[config.mk]
export PLATFORM = sky130hd
export DESIGN_NAME = mdio_master
export DESIGN_NICKNAME = d
export VERILOG_FILES = /design/src/rtl/mdio_pkg.sv /design/src/rtl/mdio_clkgen.sv /design/src/rtl/mdio_regs.sv /design/src/rtl/mdio_frame.sv /design/src/rtl/mdio_master.sv
export SDC_FILE = /design/constraint.sdc
export NUM_CORES = 1
export LEC_CHECK = 0
export BUFFER_PORTS_ARGS = -buffer_cell sky130_fd_sc_hd__buf_4
export CELL_PAD_IN_SITES_DETAIL_PLACEMENT = 1
export CELL_PAD_IN_SITES_GLOBAL_PLACEMENT = 2
export CORE_ASPECT_RATIO = 2
export CORE_MARGIN = 2
export CORE_UTILIZATION = 36
export DETAILED_ROUTE_END_ITERATION = 16
export PLACE_DENSITY_LB_ADDON = 0.15
export REMOVE_ABC_BUFFERS = 1
export SETUP_SLACK_MARGIN = 0.15
export SYNTH_ARGS = -nofsm -noshare
export SYNTH_HDL_FRONTEND = slang
export SYNTH_SLANG_ARGS = --single-unit
[constraint.sdc]
create_clock -name clk -period 2.7 [get_ports clk]
set_input_delay 0.27 -clock clk [delete_from_list [all_inputs] [get_ports clk]]
set_output_delay 0.27 -clock clk [all_outputs]
set_load 0.01 [all_outputs]
[src/rtl/mdio_pkg.sv]
package mdio_pkg;
    localparam int CODE_W    = 3;
    localparam int PHY_W     = 5;
    localparam int REGN_W    = 5;
    localparam int DATA_W    = 16;
    localparam int PRE_LEN   = 32;
    localparam int HDR_LEN   = 4 + PHY_W + REGN_W;
    localparam int TA_LEN    = 2;
    localparam int FRAME_LEN = PRE_LEN + HDR_LEN + TA_LEN + DATA_W;
    localparam int BIT_W     = $clog2(FRAME_LEN);
    localparam int HALF_W    = 8;

    localparam int OFF_CFG  = 0;
    localparam int OFF_CMD  = 1;
    localparam int OFF_ADR  = 2;
    localparam int OFF_WDAT = 3;
    localparam int OFF_RDAT = 4;
    localparam int OFF_IND  = 5;

    typedef enum logic [2:0] {
        ST_IDLE, ST_PRE, ST_HDR, ST_TA, ST_DATA
    } mdio_state_t;

    // Half an MDC period in system clocks: prescale * 8 / 2.
    function automatic logic [HALF_W-1:0] half_period(input logic [CODE_W-1:0] code);
        case (code)
            3'd2:    half_period = HALF_W'(6 * 4);
            3'd3:    half_period = HALF_W'(8 * 4);
            3'd4:    half_period = HALF_W'(10 * 4);
            3'd5:    half_period = HALF_W'(14 * 4);
            3'd6:    half_period = HALF_W'(20 * 4);
            3'd7:    half_period = HALF_W'(28 * 4);
            default: half_period = HALF_W'(4 * 4);
        endcase
    endfunction
endpackage

[src/rtl/mdio_clkgen.sv]
module mdio_clkgen
    import mdio_pkg::*;
(
    input  logic              clk,
    input  logic              rst_n,
    input  logic              en,
    input  logic [CODE_W-1:0] code,
    output logic              mdc,
    output logic              rise,
    output logic              fall
);
    logic [HALF_W-1:0] hcnt;
    logic [HALF_W-1:0] half;
    logic              wrap;

    assign half = half_period(code);
    assign wrap = en && (hcnt >= half - HALF_W'(1));
    assign rise = wrap && !mdc;
    assign fall = wrap && mdc;

    always_ff @(posedge clk or negedge rst_n) begin
        if (!rst_n) begin
            hcnt <= '0;
            mdc  <= 1'b0;
        end else if (!en) begin
            hcnt <= '0;
            mdc  <= 1'b0;
        end else if (wrap) begin
            hcnt <= '0;
            mdc  <= ~mdc;
        end else begin
            hcnt <= hcnt + HALF_W'(1);
        end
    end
endmodule

[src/rtl/mdio_regs.sv]
module mdio_regs
    import mdio_pkg::*;
#(
    parameter int BUS_W = 32,
    parameter int SEL_W = 3
) (
    input  logic              clk,
    input  logic              rst_n,
    input  logic [SEL_W-1:0]  sel,
    input  logic              wr,
    input  logic [BUS_W-1:0]  wdata,
    output logic [BUS_W-1:0]  rdata,
    input  logic              busy,
    input  logic              rd_done,
    input  logic [DATA_W-1:0] rd_value,
    output logic [CODE_W-1:0] code,
    output logic              mgmt_rst,
    output logic [PHY_W-1:0]  phy_addr,
    output logic [REGN_W-1:0] reg_addr,
    output logic [DATA_W-1:0] wr_data,
    output logic              start_wr,
    output logic              start_rd
);
    localparam int PHY_LSB = 8;

    logic [BUS_W-1:0]  cfg_q;
    logic              cmd_rd;
    logic [DATA_W-1:0] wdat_q;
    logic [DATA_W-1:0] rdat_q;
    logic              hit_cfg, hit_cmd, hit_adr, hit_wdat;

    assign hit_cfg  = wr && (sel == SEL_W'(OFF_CFG));
    assign hit_cmd  = wr && (sel == SEL_W'(OFF_CMD));
    assign hit_adr  = wr && (sel == SEL_W'(OFF_ADR));
    assign hit_wdat = wr && (sel == SEL_W'(OFF_WDAT));

    assign code     = cfg_q[CODE_W-1:0];
    assign mgmt_rst = cfg_q[BUS_W-1];
    assign wr_data  = wdata[DATA_W-1:0];
    assign start_wr = hit_wdat && !busy && !mgmt_rst;
    assign start_rd = hit_cmd && wdata[0] && !cmd_rd && !busy && !mgmt_rst;

    always_ff @(posedge clk or negedge rst_n) begin
        if (!rst_n) begin
            cfg_q    <= '0;
            cmd_rd   <= 1'b0;
            phy_addr <= '0;
            reg_addr <= '0;
            wdat_q   <= '0;
            rdat_q   <= '0;
        end else begin
            if (hit_cfg) cfg_q <= wdata;
            if (hit_cmd) cmd_rd <= wdata[0];
            if (hit_adr) begin
                phy_addr <= wdata[PHY_LSB +: PHY_W];
                reg_addr <= wdata[REGN_W-1:0];
            end
            if (start_wr) wdat_q <= wdata[DATA_W-1:0];
            if (rd_done)  rdat_q <= rd_value;
        end
    end

    always_comb begin
        rdata = '0;
        unique case (sel)
            SEL_W'(OFF_CFG):  rdata = cfg_q;
            SEL_W'(OFF_CMD):  rdata[0] = cmd_rd;
            SEL_W'(OFF_ADR):  begin
                rdata[PHY_LSB +: PHY_W] = phy_addr;
                rdata[REGN_W-1:0]       = reg_addr;
            end
            SEL_W'(OFF_WDAT): rdata[DATA_W-1:0] = wdat_q;
            SEL_W'(OFF_RDAT): rdata[DATA_W-1:0] = rdat_q;
            SEL_W'(OFF_IND):  rdata[0] = busy;
            default:          rdata = '0;
        endcase
    end
endmodule

[src/rtl/mdio_frame.sv]
module mdio_frame
    import mdio_pkg::*;
(
    input  logic              clk,
    input  logic              rst_n,
    input  logic              abort,
    input  logic              start_wr,
    input  logic              start_rd,
    input  logic [PHY_W-1:0]  phy_addr,
    input  logic [REGN_W-1:0] reg_addr,
    input  logic [DATA_W-1:0] wr_data,
    input  logic              rise,
    input  logic              fall,
    input  logic              mdio_i,
    output logic              busy,
    output logic              mdio_o,
    output logic              mdio_oe,
    output logic              rd_done,
    output logic [DATA_W-1:0] rd_value
);
    mdio_state_t            state, state_nx;
    logic [BIT_W-1:0]       bit_cnt;
    logic [FRAME_LEN-1:0]   shreg;
    logic                   is_rd;
    logic [DATA_W-1:0]      cap;
    logic                   last_pre, last_hdr, last_ta, last_dat;

    assign last_pre = fall && (bit_cnt == BIT_W'(PRE_LEN - 1));
    assign last_hdr = fall && (bit_cnt == BIT_W'(PRE_LEN + HDR_LEN - 1));
    assign last_ta  = fall && (bit_cnt == BIT_W'(PRE_LEN + HDR_LEN + TA_LEN - 1));
    assign last_dat = fall && (bit_cnt == BIT_W'(FRAME_LEN - 1));

    always_comb begin
        state_nx = state;
        if (abort) begin
            state_nx = ST_IDLE;
        end else begin
            unique case (state)
                ST_IDLE: if (start_wr || start_rd) state_nx = ST_PRE;
                ST_PRE:  if (last_pre) state_nx = ST_HDR;
                ST_HDR:  if (last_hdr) state_nx = ST_TA;
                ST_TA:   if (last_ta)  state_nx = ST_DATA;
                ST_DATA: if (last_dat) state_nx = ST_IDLE;
                default: state_nx = ST_IDLE;
            endcase
        end
    end

    always_ff @(posedge clk or negedge rst_n) begin
        if (!rst_n) state <= ST_IDLE;
        else        state <= state_nx;
    end

    always_ff @(posedge clk or negedge rst_n) begin
        if (!rst_n) begin
            bit_cnt <= '0;
            shreg   <= '0;
            is_rd   <= 1'b0;
            cap     <= '0;
        end else if (state == ST_IDLE) begin
            if (!abort && (start_wr || start_rd)) begin
                bit_cnt <= '0;
                is_rd   <= start_rd;
                shreg   <= {{PRE_LEN{1'b1}}, 2'b01,
                            (start_rd ? 2'b10 : 2'b01),
                            phy_addr, reg_addr,
                            (start_rd ? 2'b11 : 2'b10),
                            (start_rd ? {DATA_W{1'b1}} : wr_data)};
            end
        end else begin
            if (fall) begin
                shreg   <= {shreg[FRAME_LEN-2:0], 1'b1};
                bit_cnt <= bit_cnt + BIT_W'(1);
            end
            if (rise && is_rd && state == ST_DATA)
                cap <= {cap[DATA_W-2:0], mdio_i};
        end
    end

    always_comb begin
        busy     = (state != ST_IDLE);
        mdio_o   = shreg[FRAME_LEN-1];
        mdio_oe  = busy && !(is_rd && (state == ST_TA || state == ST_DATA));
        rd_done  = (state == ST_DATA) && last_dat && is_rd && !abort;
        rd_value = cap;
    end
endmodule

[src/rtl/mdio_master.sv]
module mdio_master
    import mdio_pkg::*;
#(
    parameter int BUS_W = 32,
    parameter int SEL_W = 3
) (
    input  logic             clk,
    input  logic             rst_n,
    input  logic [SEL_W-1:0] bus_addr,
    input  logic             bus_wr,
    input  logic [BUS_W-1:0] bus_wdata,
    output logic [BUS_W-1:0] bus_rdata,
    output logic             mdc,
    output logic             mdio_o,
    output logic             mdio_oe,
    input  logic             mdio_i
);
    logic [CODE_W-1:0] code;
    logic              mgmt_rst;
    logic [PHY_W-1:0]  phy_addr;
    logic [REGN_W-1:0] reg_addr;
    logic [DATA_W-1:0] wr_data;
    logic              start_wr, start_rd;
    logic              busy, rd_done;
    logic [DATA_W-1:0] rd_value;
    logic              rise, fall;

    mdio_regs #(.BUS_W(BUS_W), .SEL_W(SEL_W)) u_regs (
        .clk(clk), .rst_n(rst_n), .sel(bus_addr), .wr(bus_wr),
        .wdata(bus_wdata), .rdata(bus_rdata), .busy(busy),
        .rd_done(rd_done), .rd_value(rd_value), .code(code),
        .mgmt_rst(mgmt_rst), .phy_addr(phy_addr), .reg_addr(reg_addr),
        .wr_data(wr_data), .start_wr(start_wr), .start_rd(start_rd)
    );

    mdio_clkgen u_clk (
        .clk(clk), .rst_n(rst_n), .en(busy && !mgmt_rst), .code(code),
        .mdc(mdc), .rise(rise), .fall(fall)
    );

    mdio_frame u_frame (
        .clk(clk), .rst_n(rst_n), .abort(mgmt_rst),
        .start_wr(start_wr), .start_rd(start_rd),
        .phy_addr(phy_addr), .reg_addr(reg_addr), .wr_data(wr_data),
        .rise(rise), .fall(fall), .mdio_i(mdio_i),
        .busy(busy), .mdio_o(mdio_o), .mdio_oe(mdio_oe),
        .rd_done(rd_done), .rd_value(rd_value)
    );
endmodule

* After elaboration in Yosys (flattened, before gate mapping)
Cells that the tools add are included.
Storage, ports and cells: flip-flop bits (word level) 174, bits of input ports 39, output and inout port bits 35, logic and storage cells 113
Cells by class: $add $sub $neg 3, magnitude comparators 1, eq/ne operators 26, multiplexer cells 27, bitwise operators 2, reductions and logical operators 41
Operators with widths (count):
- two-way mux 64 bit | 3
- one-hot mux 7 bit (6 select lines) | 1
- two-way mux 16 bit | 2
- logical AND 1 bit | 26
- == test 3 bit (second input constant) | 7
- one-hot mux 5 bit (4 select lines) | 1
- == test 3 x 2 -> 1 bit (second input constant) | 6
- == test 6 bit (second input constant) | 3
- two-way mux 3 bit | 6
- two-way mux 6 bit | 3
- one-hot mux 3 bit (3 select lines) | 2
- two-way mux 8 bit | 2
- one-hot mux 4 bit (4 select lines) | 1
- one-hot mux 3 bit (5 select lines) | 1
- inequality test 3 x 2 -> 1 bit (second input constant) | 4
- adder 8 x 1 -> 8 bit (second input constant) | 1
- >= comparator 8 bit | 1
- subtractor 7 x 1 -> 8 bit (second input constant) | 1
- adder 6 x 1 -> 6 bit (second input constant) | 1
- == test 3 x 1 -> 1 bit (second input constant) | 2
- == test 6 x 5 -> 1 bit (second input constant) | 1
- logical NOT 3 bit | 2
- one-hot mux 1 bit (6 select lines) | 1
- AND reduction 2 bit | 3
- 10 further kinds | 19

* Longest topological paths before layout
Gate-level depths: netlist of run 1.
depth after elaboration 10, depth in mapped cells 11, gate-level depth less buffers 9

* By module
A second synthesis of run 1 with hierarchy kept.
Unflattened totals: cells, all modules 653, area total of the unflattened synthesis 8109.0 µm²
By module, submodules not included:
- mdio_frame | instances 1, cells an instance 306, area an instance 3892.5 µm², seq. area each 2252.2 µm²
- mdio_regs | instances 1, cells an instance 280, area an instance 3595.9 µm², seq. area each 1876.8 µm²
- mdio_clkgen | instances 1, cells an instance 66, area an instance 606.8 µm², seq. area each 225.2 µm²
- mdio_master | instances 1, cells an instance 1, area an instance 13.8 µm², seq. area each 0.0 µm²

* Least setup slack after synthesis of run 1
Ideal clock, no wire load.
path type reg-to-reg, start register u_regs.cfg_q[2], end register u_regs.rdat_q[10], data arrival time 2.715 ns, data required time 2.575 ns, slack -0.140 ns, stages on the path, launching flop included 11, buffers on the path 1, path through dfrtp_1 -> nand2b_1 -> o21a_1 -> ha_1 -> xnor2_1 -> ha_1 -> nand4_1 -> o221a_4 -> nor4_4 -> buf_6 -> mux2_2
Between the ends: word-level cells in the longest chain between the ends 10
RTL lines:
- start, declared | RTL line mdio_regs.sv:26 | logic [BUS_W-1:0] cfg_q;
- start signal, assigned | RTL line mdio_regs.sv:52 | if (hit_cfg) cfg_q <= wdata;
- == test 3 bit / == test 3 x 2 -> 1 bit (equally long branches) | RTL line mdio_pkg.sv:26 | case (code)
- one-hot mux 7 bit (6 select lines) (*) | RTL line mdio_pkg.sv:26
- subtractor 7 x 1 -> 8 bit (*) | RTL line mdio_clkgen.sv:17 | assign wrap = en && (hcnt >= half - HALF_W'(1));
- >= comparator 8 bit (*) | RTL line mdio_clkgen.sv:17
- logical AND 1 bit (*) | RTL line mdio_clkgen.sv:17
- logical AND 1 bit (*) | RTL line mdio_clkgen.sv:19 | assign fall = wrap && mdc;
- logical AND 1 bit (*) | RTL line mdio_frame.sv:31 | assign last_dat = fall && (bit_cnt == BIT_W'(FRAME_LEN - 1));
- logical AND 1 bit (*) (3 in series) | RTL line mdio_frame.sv:84 | rd_done = (state == ST_DATA) && last_dat && is_rd && !abort;
- end signal, assigned | RTL line mdio_regs.sv:59 | if (rd_done) rdat_q <= rd_value;
- end, declared | RTL line mdio_regs.sv:29 | logic [DATA_W-1:0] rdat_q;
Every way passes the cells marked *; elsewhere a longest branch is shown, timed or not. A chain may end at the register's enable or synchronous reset.

* Worst setup path in the final report of run 1
start register u_regs.cfg_q[2], end register u_frame.cap[5], in the netlist u_frame.rd_value[5]
Between the ends: word-level cells in the longest chain between the ends 9
RTL lines:
- == test 3 bit / == test 3 x 2 -> 1 bit (equally long branches) | RTL line mdio_pkg.sv:26
- one-hot mux 7 bit (6 select lines) (*) | RTL line mdio_pkg.sv:26
- subtractor 7 x 1 -> 8 bit (*) | RTL line mdio_clkgen.sv:17
- >= comparator 8 bit (*) | RTL line mdio_clkgen.sv:17
- logical AND 1 bit (*) | RTL line mdio_clkgen.sv:17
- logical AND 1 bit (*) | RTL line mdio_clkgen.sv:18 | assign rise = wrap && !mdc;
- logical AND 1 bit (*) (2 in series) | RTL line mdio_frame.sv:75 | if (rise && is_rd && state == ST_DATA)
- AND reduction 2 bit (no source line) (*)
- end signal, assigned | RTL line mdio_frame.sv:76 | cap <= {cap[DATA_W-2:0], mdio_i};
- end, declared | RTL line mdio_frame.sv:25 | logic [DATA_W-1:0] cap;
Marks and branches as above.

==> metrics.md, run 1 <==
| Metric | Value |
|---|---|
| Switching Share | `0.3065` |
| Maximum clock frequency | `between 0.3 and 0.4 GHz` |
| Drt total wl | `22530 µm` |
| Largest net degree at the start of global routing | `63` |
| Final instance area | `a little over 10000 µm²` |
| Avg Cell Area, Syn | `11.48 µm²` |
| CTS tree | `done` |
| Endpoints failing setup | `86` |
| Crit Path Max Fanout | `16` |
| DRT iter0 DRCs | `176` |
| Per-cell routed wire length | `20.52 µm` |
| Synth top area cells | `dfrtp_1 (54%), mux2_2 (11%), mux2i_1 (4.2%)` |
| VDD IR max | `0.4323 mV` |
| Initial antenna violation count | `0` |
| Clock network power share | `0.326` |
| DR vias/cell | `5.360` |
| CTS buffer count | `17` |
| Leak pwr | `4.435 nW` |
| Total grt overflow | `0` |
| DP HPWL | `15570 µm` |
| Core ar. | `22060 µm²` |
| Hold Crit Class | `primary input to flop` |
| Crit path launch type | `flop` |
| Nets | `around 860` |
| Clk Latency, worst-skew pair | `0.44 ns` |
| CP Class | `flop to flop` |
| Combinational Power Share | `0.213` |
| CTS H-tree depth | `4` |
| Power share of the sequential group | `0.461` |
| Mapped Area | `8061 µm²` |
| ANT cells | `0` |
| Internal Pwr Total | `around 5.3 mW` |
| Most used DFF post-synth | `dfrtp_1` |
| Vias in the first global route | `6577` |
| Slew @ Worst Pin | `between 0.8 and 0.9 ns` |
| Final Max Tran Viols | `0` |
| First-pass GRT wire length | `35540 µm` |
| Clk sinks | `174` |
| Hold WS | `0.05743 ns` |
| Deepest clock path buffer count | `2` |
| Slew headroom | `0.4205` |
| Area share of the leading cell type in the synthesized netlist | `0.5401` |
| Final Hold Fails | `0` |
| First-pass DRT Iterations | `4` |
| Maxcap violations | `0` |
| Die area | `roughly 24000 µm²` |
| Initial Util | `0.3654` |
| Outcome | `complete, but fails checks` |
| Synth Register Bits | `174` |
| Fin Clk Skew | `slightly above 0.006 ns` |
| Die W | `around 110 µm` |
| RSZ-0062 raised after global routing | `true` |
| Total GRT Usage | `0.1991` |
| Chip height | `around 220 µm` |
| Antenna-violating nets left | `0` |
| # rows | `77` |
| Boundary Pins | `between 70 and 80` |
| Crit. End Element | `flop` |
| Core Util, Final | `0.4658` |
| CP Data Arrival Time | `3.19 ns` |
| Mapped Cells | `702` |
| Req. time, crit path | `slightly above 3 ns` |
| DP Area | `roughly 9100 µm²` |
| Most frequent cells in the layout | `dfrtp_1 (169), buf_4 (114), mux2_2 (72), nor2_1 (49), nand3_1 (48)` |
| Sequential area share after synthesis | `0.5401` |
| Warnings from Yosys | `0` |
| Root Buffer | `clkbuf_16` |
| Most common cell after layout, fill and taps aside | `dfrtp_1` |
| Ys async rst share | `1.000` |
| Yosys cell types | `59` |
| P_sw | `2.357 mW` |
| Clk pin slew, worst setup/hold paths | `0.07 ns` |
| Worst Slack Setup Final | `-0.1577 ns` |
| Pwr dens | `748.3 nW/µm²` |
| Failing checks | `negative setup slack` |
| Fin crit share | `1.058` |
| I/O Buffers | `73` |
| GP Congestion | `~0.78` |
| P&R area growth vs syn | `27.49%` |
| DR vias | `5885` |
| DRC | `0` |
| Clock period minus worst slack | `2.858 ns` |
| EDFF count, synth | `0` |
| Largest area contributor in the netlist | `dfrtp_1` |
| Layout cells sized above 1 | `0.3881` |
[cells by family (layout without fill, tap and decap cells)]
| group | after synthesis | in the layout | synth area share |
|---|---|---|---|
| AOI/OAI and AO/OA | 128 | 128 | 0.1024 |
| xor gates and xnor gates | 10 | 10 | 0.01086 |
| adders and majority gates | 9 | 9 | 0.01397 |
| buffers and inverters | 72 | 192 | 0.04206 |
| DFF | 174 | 174 | 0.5401 |
| muxes | 127 | 127 | 0.1782 |
| and+or+nand+nor | 182 | 182 | 0.1124 |
[flip-flops by register name, indices dropped and copies added (netlist names)]
register          count
u_regs.cmd_rd         1
u_frame.shreg        64
u_regs.wdat_q        16
u_clk.mdc             1
u_regs.reg_addr       5
u_regs.cfg_q         32
u_frame.bit_cnt       6
u_frame.state         3
u_frame.rd_value     16
u_clk.hcnt            8
u_regs.rdat_q        16
u_regs.phy_addr       5
u_frame.is_rd         1
[synthesized netlist by cell type, drive strengths merged, types with 2 or more instances]
| library cell | count |
|---|---|
| dfrtp | 174 |
| mux2 | 92 |
| nor2 | 58 |
| o21ai | 54 |
| nand3 | 50 |
| mux2i | 34 |
| buf | 30 |
| nand2 | 27 |
| inv | 22 |
| clkbuf | 20 |
| and2 | 17 |
| o22ai | 16 |
| a21oi | 13 |
| o21a | 10 |
| ha | 9 |
| o32a | 9 |
| and3 | 5 |
| o211ai | 5 |
| xnor2 | 5 |
| xor2 | 5 |
| nor2b | 4 |
| o31ai | 4 |
| a31oi | 3 |
| nor3 | 3 |
| or3 | 3 |
| a211oi | 2 |
| and4 | 2 |
| nand2b | 2 |
| nand4 | 2 |
| nor4 | 2 |
| o311ai | 2 |
[path summary, 6_finish.rpt]
check / slack, ns / cells after the start / end / startpoint
worst max-delay path: -0.16 / 10 / u_frame.rd_value[5]$_DFFE_PN0P_ / u_regs.cfg_q[2]$_DFFE_PN0P_
worst min-delay path: 0.06 / 2 / u_regs.cfg_q[17]$_DFFE_PN0P_ / bus_wdata[17]
worst max register to register: -0.16 / 10 / u_frame.rd_value[5]$_DFFE_PN0P_ / u_regs.cfg_q[2]$_DFFE_PN0P_
worst min register to register: 0.49 / 1 / u_frame.shreg[26]$_DFFE_PN0P_ / u_frame.shreg[26]$_DFFE_PN0P_
max in group asynchronous: 1.55 / 3 / u_frame.state[1]$_DFFE_PN0P_ / rst_n
min in group asynchronous: 0.37 / 2 / u_clk.hcnt[1]$_DFF_PN0_ / rst_n
[area by class of cell]
cell class,count,area (µm²)
Clock buffer,17,425.4
Clock inverter,15,163.9
Fill cell,2319,11790
Inverter,22,82.58
Multi-Input combinational cell,456,3672
Sequential cell,174,4360
Tap cell,276,345.3
Timing Repair Buffer,138,1227
[power by group through the flow]
stage	registers [mW]	logic, mW	clock network (mW)
after detailed placement	3.59	1.48	0
after global routing	3.62	1.82	2.70
after CTS	3.54	1.57	2.58
final	3.55	1.64	2.50
after global placement	3.55	1.41	0
after floorplan	3.46	0.912	0
[what timing repair did]
item	4_1_cts	5_1_grt
resized for setup	18	108
setup endpoints to repair	113	115
hold buffers	1	0
pin swaps	1	8
gates cloned	0	4
setup buffers	8	11
hold endpoints to repair	55	0
[critical path, cell delays in order (launching register included)]
cell and delay [ns]:
dfrtp_1 0.42, nand2b_4 0.16, o21a_4 0.20, ha_4 0.17
xnor2_2 0.13, ha_1 0.32, nand4_1 0.15, o221a_4 0.33
or3_4 0.39, buf_12 0.17, mux2_4 0.30
[layer usage]
layer,part of all wire,global-route usage,routed length [µm]
met3,0.019,0.03413,429
met4,0.028,0.08608,641
met5,0,0,0
met1,0.37,0.2079,8257
met2,0.59,0.3744,13200
[metrics by stage]
step / cells / power (mW) / TNS [ns] / setup WS (ns)
floorplan: 652 / 4.369 / -54.54 / -1.206
global placement: 1042 / 4.967 / -2.906 / -0.09841
detailed placement: 1042 / 5.072 / -9.081 / -0.1892
CTS: 1083 / 7.689 / -5.099 / -0.1318
global route: 1098 / 8.138 / -15.61 / -0.2394
finish: 1098 / 7.691 / -7.111 / -0.1577
Power figures use the tool's default switching activity.
==> run 2, diff against run 1 <==
--- a/config.mk
+++ b/config.mk
@@ -10,11 +10,10 @@
 export CELL_PAD_IN_SITES_GLOBAL_PLACEMENT = 2
 export CORE_ASPECT_RATIO = 2
 export CORE_MARGIN = 2
-export CORE_UTILIZATION = 36
+export CORE_UTILIZATION = 40
 export DETAILED_ROUTE_END_ITERATION = 16
 export PLACE_DENSITY_LB_ADDON = 0.15
 export REMOVE_ABC_BUFFERS = 1
-export SETUP_SLACK_MARGIN = 0.15
 export SYNTH_ARGS = -nofsm -noshare
 export SYNTH_HDL_FRONTEND = slang
 export SYNTH_SLANG_ARGS = --single-unit
==> constraint.sdc (replaced) <==
create_clock -name clk -period 3.1 [get_ports clk]
set_input_delay 0.31 -clock clk [delete_from_list [all_inputs] [get_ports clk]]
set_output_delay 0.31 -clock clk [all_outputs]
set_load 0.01 [all_outputs]
==> metrics.md, run 2 (synthesis gave the netlist of run 1 again) <==
| Metric | Value |
|---|---|
| Outcome | `completed` |
| Initial Util | `0.4067 (+0.04133)` |
| DRT iter0 DRCs | `193 (+9.7%)` |
| CP Class | `flop to flop` |
| Leak pwr | `4.127 nW (-6.9%)` |
| First-pass DRT Iterations | `4 (unchanged)` |
| Deepest clock path buffer count | `2 (unchanged)` |
| Fin crit share | `0.9536 (-0.1048)` |
| RSZ-0062 raised after global routing | `false` |
| Final Max Tran Viols | `0 (unchanged)` |
| GP Congestion | `0.7811 (-0.10%)` |
| # rows | `73 (-5.2%)` |
| Crit path buffers/inverters | `1 (unchanged)` |
| First-pass GRT wire length | `34530 µm (-2.8%)` |
| Chip height | `204.8 µm (-5.0%)` |
| CTS buffer count | `17 (unchanged)` |
| Crit path launch type | `flop` |
| Slowest CP cell | `dfrtp_2` |
| Drt total wl | `21240 µm (-5.7%)` |
| Slew headroom | `0.4851 (+0.06455)` |
| Maximum clock frequency | `0.3383 GHz (-3.3%)` |
| Endpoints failing setup | `0 (-100%)` |
| DR vias/cell | `5.433 (+1.4%)` |
| P&R area growth vs syn | `18.59%` |
| Largest net degree at the start of global routing | `71 (+13%)` |
| DRC | `0 (unchanged)` |
| Largest reg by FF count | `u_frame.shreg` |
| Antenna-violating nets left | `0 (unchanged)` |
| Nets | `819 (-4.4%)` |
| Most frequent cells in the layout | `dfrtp_1 (172), buf_4 (90), mux2_2 (80), nor2_1 (57), o21ai_0 (53)` |
| Fin Clk Skew | `0.008378 ns (+0.002293 ns)` |
| Maxcap violations | `0 (unchanged)` |
| Hold Crit Class | `primary input to flop` |
| Clk Latency, worst-skew pair | `0.44 ns (about the same)` |
| VDD IR max | `0.4078 mV (-5.7%)` |
| Critical path, cell by cell | `nand2b_1, o21a_1, ha_1, xnor2_1, ha_1, nand4_1, o221a_4, or3_1, buf_12, mux2_4` |
| Most common cell after layout, fill and taps aside | `dfrtp_1` |
| Final Hold Fails | `0 (unchanged)` |
| Crit. End Element | `flop` |
| Layout cells sized above 1 | `0.2963 (-0.09178)` |
| Initial antenna violation count | `0 (unchanged)` |
| CTS H-tree depth | `4 (unchanged)` |
| Per-cell routed wire length | `20.33 µm (-0.94%)` |
| Clock period minus worst slack | `2.956 ns (+0.09846 ns)` |
| Pwr dens | `674.4 nW/µm² (-9.9%)` |
| Die W | `104.4 µm (-4.9%)` |
| Die area | `21370 µm² (-9.7%)` |
| Clk pin slew, worst setup/hold paths | `0.07 ns (about the same)` |
| Biggest regs | `u_frame.shreg x64, u_regs.cfg_q x32` |
| Crit Path Max Fanout | `16 (unchanged)` |
| CP Data Arrival Time | `3.28 ns (+0.09 ns)` |
| DP HPWL | `14830 µm (-4.7%)` |
| Boundary Pins | `74 (unchanged)` |
| Pre-CTS WS | `0.09704 ns (+0.2862 ns)` |
| CTS tree | `done` |
| ANT cells | `0 (unchanged)` |
| Slowest cell delay on critical path | `0.45 ns (+0.03 ns)` |
| CP top delay family | `simple AND/OR/NAND/NOR gates` |
| Clk sinks | `174 (unchanged)` |
| Max reg flops | `64 (unchanged)` |
| Most frequent CP cell | `ha_1` |
| Total GRT Usage | `0.2094 (+0.01033)` |
| I/O Buffers | `73 (unchanged)` |
| Hold WS | `0.09953 ns (+0.04210 ns)` |
| Root Buffer | `clkbuf_16` |
| Worst Slack Setup Final | `0.1438 ns (+0.3015 ns)` |
| Vias in the first global route | `6368 (-3.2%)` |
| Req. time, crit path | `3.43 ns (+0.40 ns)` |
| Slew @ Worst Pin | `0.7682 ns (-0.1010 ns)` |
| Total grt overflow | `0 (unchanged)` |
| DR vias | `5678 (-3.5%)` |
| Core ar. | `19820 µm² (-10%)` |
==> run 2: path summary, 6_finish.rpt <==
path                                        startpoint                               to  slack (ns)  cells past startpoint
min reg2reg                u_regs.cfg_q[7]$_DFFE_PN0P_      u_regs.cfg_q[7]$_DFFE_PN0P_        0.49                      1
max                        u_regs.cfg_q[2]$_DFFE_PN0P_  u_frame.rd_value[4]$_DFFE_PN0P_        0.14                     10
max in group asynchronous                        rst_n     u_frame.shreg[7]$_DFFE_PN0P_        1.86                      3
max reg2reg                u_regs.cfg_q[2]$_DFFE_PN0P_  u_frame.rd_value[4]$_DFFE_PN0P_        0.14                     10
min in group asynchronous                        rst_n          u_clk.hcnt[4]$_DFF_PN0_        0.47                      2
min                                      bus_wdata[25]     u_regs.cfg_q[25]$_DFFE_PN0P_         0.1                      2
==> run 2: power by group <==
| part | switching, mW | internal [mW] |
|---|---|---|
| combinational | 0.603 | 0.623 |
| sequential | 0.346 | 2.75 |
| clock | 0.936 | 1.19 |
| total | 1.89 | 4.56 |
==> run 2: per-layer routing <==
| layer | vias up | wire length (µm) | track usage |
|---|---|---|---|
| li1 | 2625 | - | - |
| met1 | 2948 | 8165 | 0.2230 |
| met2 | 71 | 12140 | 0.4071 |
| met3 | 34 | 434 | 0.03563 |
| met4 | 0 | 505 | 0.07481 |
| met5 | - | 0 | 0 |
==> run 2: per-stage QoR <==
| stage | power (mW) | setup TNS, ns | util | std cells | area, µm² |
|---|---|---|---|---|---|
| finish | 6.448 | 0 | 0.4824 | 1045 | 9560 |
| global route | 6.793 | 0 | 0.4824 | 1045 | 9560 |
| CTS | 6.515 | 0 | 0.4807 | 1042 | 9528 |
| detailed placement | 4.367 | 0 | 0.4513 | 1010 | 8945 |
| global placement | 4.272 | 0 | 0.4513 | 1010 | 8945 |
| floorplan | 3.805 | -19.13 | - | 652 | 7805 |
==> run 2: area by class of cell <==
| class | count | area [µm²] |
|---|---|---|
| clock buffer | 19 | 432.9 |
| clock inverter | 12 | 140.1 |
| fill | 2154 | 10260 |
| inverter | 22 | 82.58 |
| multi-input combinational | 456 | 3381 |
| sequential | 174 | 4357 |
| tap | 262 | 327.8 |
| timing repair buffer | 100 | 839.6 |
==> run 2: repair_timing <==
action,in CTS,in global routing
hold buffers,1,0
endpoints found under the setup margin,0,83
buffers inserted,0,3
resized for setup,0,4
endpoints found under the hold margin,68,0
==> run 3, diff against run 2 <==
--- a/config.mk
+++ b/config.mk
@@ -13,7 +13,6 @@
 export CORE_UTILIZATION = 40
 export DETAILED_ROUTE_END_ITERATION = 16
 export PLACE_DENSITY_LB_ADDON = 0.15
-export REMOVE_ABC_BUFFERS = 1
 export SYNTH_ARGS = -nofsm -noshare
 export SYNTH_HDL_FRONTEND = slang
 export SYNTH_SLANG_ARGS = --single-unit
==> metrics.md, run 3 (synthesis gave the netlist of run 1 again) <==
| Metric | Value |
|---|---|
| Endpoints failing setup | `0 (unchanged)` |
| CP top delay family | `simple AND/OR/NAND/NOR gates` |
| Fin Clk Skew | `0.007758 ns (-0.0006194 ns)` |
| Non-filler cells, final | `1045 (unchanged)` |
| Boundary Pins | `74 (unchanged)` |
| Setup tns final | `0 ns (unchanged)` |
| Die W | `104.4 µm (unchanged)` |
| Pre-CTS WS | `0.1173 ns (+0.02030 ns)` |
| Clk sinks | `174 (unchanged)` |
| Outcome | `completed` |
| Die area | `21370 µm² (unchanged)` |
| CP Class | `flop to flop` |
| I/O Buffers | `73 (unchanged)` |
| Slowest cell delay on critical path | `0.46 ns (about the same)` |
| Crit path buffers/inverters | `1 (unchanged)` |
| P&R area growth vs syn | `19.34%` |
| VDD IR max | `0.4307 mV (+5.6%)` |
| Syn_nets | `750` |
| Slew headroom | `0.4323 (-0.05283)` |
| Chip height | `204.8 µm (unchanged)` |
| Fin crit share | `0.9647 (+0.01113)` |
| Biggest regs | `u_frame.shreg x64, u_regs.cfg_q x32` |
| Antenna-violating nets left | `0 (unchanged)` |
| CTS buffer count | `17 (unchanged)` |
| Slowest CP cell | `dfrtp_1` |
| Crit path launch type | `flop` |
| Largest reg by FF count | `u_frame.shreg` |
| DRC | `0 (unchanged)` |
| Maximum clock frequency | `0.3344 GHz (-1.2%)` |
| DP HPWL | `14760 µm (-0.50%)` |
| ANT cells | `0 (unchanged)` |
| CP Data Arrival Time | `3.32 ns (+0.04 ns)` |
| Slew @ Worst Pin | `0.8516 ns (+0.08343 ns)` |
| First-pass GRT wire length | `35070 µm (+1.5%)` |
| Per-cell routed wire length | `20.82 µm (+2.4%)` |
| Cell total after placement | `1008 (-0.20%)` |
| Internal Pwr Total | `4.660 mW (+2.1%)` |
| CTS tree | `done` |
| Critical path, cell by cell | `nand2b_1, o21a_1, ha_2, xnor2_1, ha_1, nand4_1, o221a_4, or3_1, buf_12, mux2_4` |
| Req. time, crit path | `3.43 ns (about the same)` |
| Most frequent cells in the layout | `dfrtp_1 (173), buf_4 (90), mux2_2 (80), nor2_1 (57), o21ai_0 (53)` |
| Maxcap violations | `0 (unchanged)` |
| Crit Path Max Fanout | `16 (unchanged)` |
| Total GRT Usage | `0.2130 (+0.003566)` |
| Max reg flops | `64 (unchanged)` |
| Initial antenna violation count | `0 (unchanged)` |
| Final Max Tran Viols | `0 (unchanged)` |
| Crit. End Element | `flop` |
| CTS H-tree depth | `4 (unchanged)` |
| Final Power | `6.553 mW (+1.6%)` |
| DRT iter0 DRCs | `205 (+6.2%)` |
| Vias in the first global route | `6456 (+1.4%)` |
| Leak pwr | `4.153 nW (+0.64%)` |
| P_sw | `1.893 mW (+0.40%)` |
| Worst Slack Setup Final | `0.1093 ns (-0.03452 ns)` |
| # rows | `73 (unchanged)` |
| Root Buffer | `clkbuf_16` |
| Switching Share | `0.2889 (-0.003558)` |
| Layout cells sized above 1 | `0.2963 (unchanged)` |
| Pwr dens | `681.2 nW/µm² (+1.0%)` |
| First-pass DRT Iterations | `4 (unchanged)` |
| Initial Util | `0.4067 (unchanged)` |
| Clk Latency, worst-skew pair | `0.44 ns (about the same)` |
| Clk pin slew, worst setup/hold paths | `0.07 ns (about the same)` |
| Clock network power share | `0.341 (+0.012)` |
| Total grt overflow | `0 (unchanged)` |
| Combinational Power Share | `0.185 (-0.005)` |
| Largest net degree at the start of global routing | `90 (+27%)` |
| Deepest clock path buffer count | `2 (unchanged)` |
| DR vias | `5662 (-0.28%)` |
| Final Hold Fails | `0 (unchanged)` |
| DR vias/cell | `5.418 (-0.28%)` |
| Core ar. | `19820 µm² (unchanged)` |
| Power share of the sequential group | `0.474 (-0.006)` |
| GP Congestion | `0.7832 (+0.27%)` |
| Clock period minus worst slack | `2.991 ns (+0.03452 ns)` |
| Hold Crit Class | `primary input to flop` |
| Most common cell after layout, fill and taps aside | `dfrtp_1` |
| Hold WS | `0.09565 ns (-0.003881 ns)` |
| Drt total wl | `21760 µm (+2.4%)` |
| Nets | `819 (unchanged)` |
[run 3: area by class of cell]
cell class | instances | area [µm²]
Fill cell | 2150 | 10200
Sequential cell | 174 | 4355
Multi-Input combinational cell | 456 | 3388
Timing Repair Buffer | 100 | 862.1
Clock buffer | 20 | 446.7
Tap cell | 262 | 327.8
Clock inverter | 11 | 157.7
Inverter | 22 | 82.58
[run 3: power groups by stage]
stage	Sequential, mW	Combinational, mW	Clock (mW)
after floorplan	2.99	0.851	0
after global placement	3.10	1.14	0
after detailed placement	3.14	1.21	0
after CTS	3.10	1.22	2.29
after global routing	3.18	1.35	2.36
final	3.11	1.21	2.23
[run 3: timing repair]
| item | 4_1_cts | 5_1_grt |
|---|---|---|
| hold buffers | 1 | 0 |
| buffers inserted | 0 | 4 |
| setup endpoints to repair | 0 | 39 |
| endpoints found under the hold margin | 71 | 0 |
| gates resized for setup | 0 | 3 |
[run 3: per-layer routing]
metal / GRT usage / wire length (µm) / up-vias
met5: 0 / 0 / -
met4: 0.07625 / 384 / 0
met3: 0.04963 / 679 / 25
met2: 0.3936 / 12020 / 84
met1: 0.2362 / 8671 / 2922
li1: - / - / 2631
[run 3: through the flow]
step           cell area (µm²)  utilization
6_report                  9620       0.4854
5_1_grt                   9620       0.4854
3_5_place_dp              8941       0.4511
2_1_floorplan             8061            -
4_1_cts                   9555       0.4821
3_3_place_gp              8941       0.4511
[run 3: worst paths after layout]
kind / startpoint / end / slack [ns] / depth (start not counted)
worst max-delay path: u_regs.cfg_q[2]$_DFFE_PN0P_ / u_frame.rd_value[7]$_DFFE_PN0P_ / 0.11 / 10
worst min-delay path: bus_wdata[17] / u_regs.cfg_q[17]$_DFFE_PN0P_ / 0.1 / 2
worst max register to register: u_regs.cfg_q[2]$_DFFE_PN0P_ / u_frame.rd_value[7]$_DFFE_PN0P_ / 0.11 / 10
worst min register to register: u_regs.cfg_q[7]$_DFFE_PN0P_ / u_regs.cfg_q[7]$_DFFE_PN0P_ / 0.49 / 1
max in group asynchronous: rst_n / u_regs.cfg_q[1]$_DFFE_PN0P_ / 1.66 / 3
min in group asynchronous: rst_n / u_frame.rd_value[7]$_DFFE_PN0P_ / 0.50 / 2
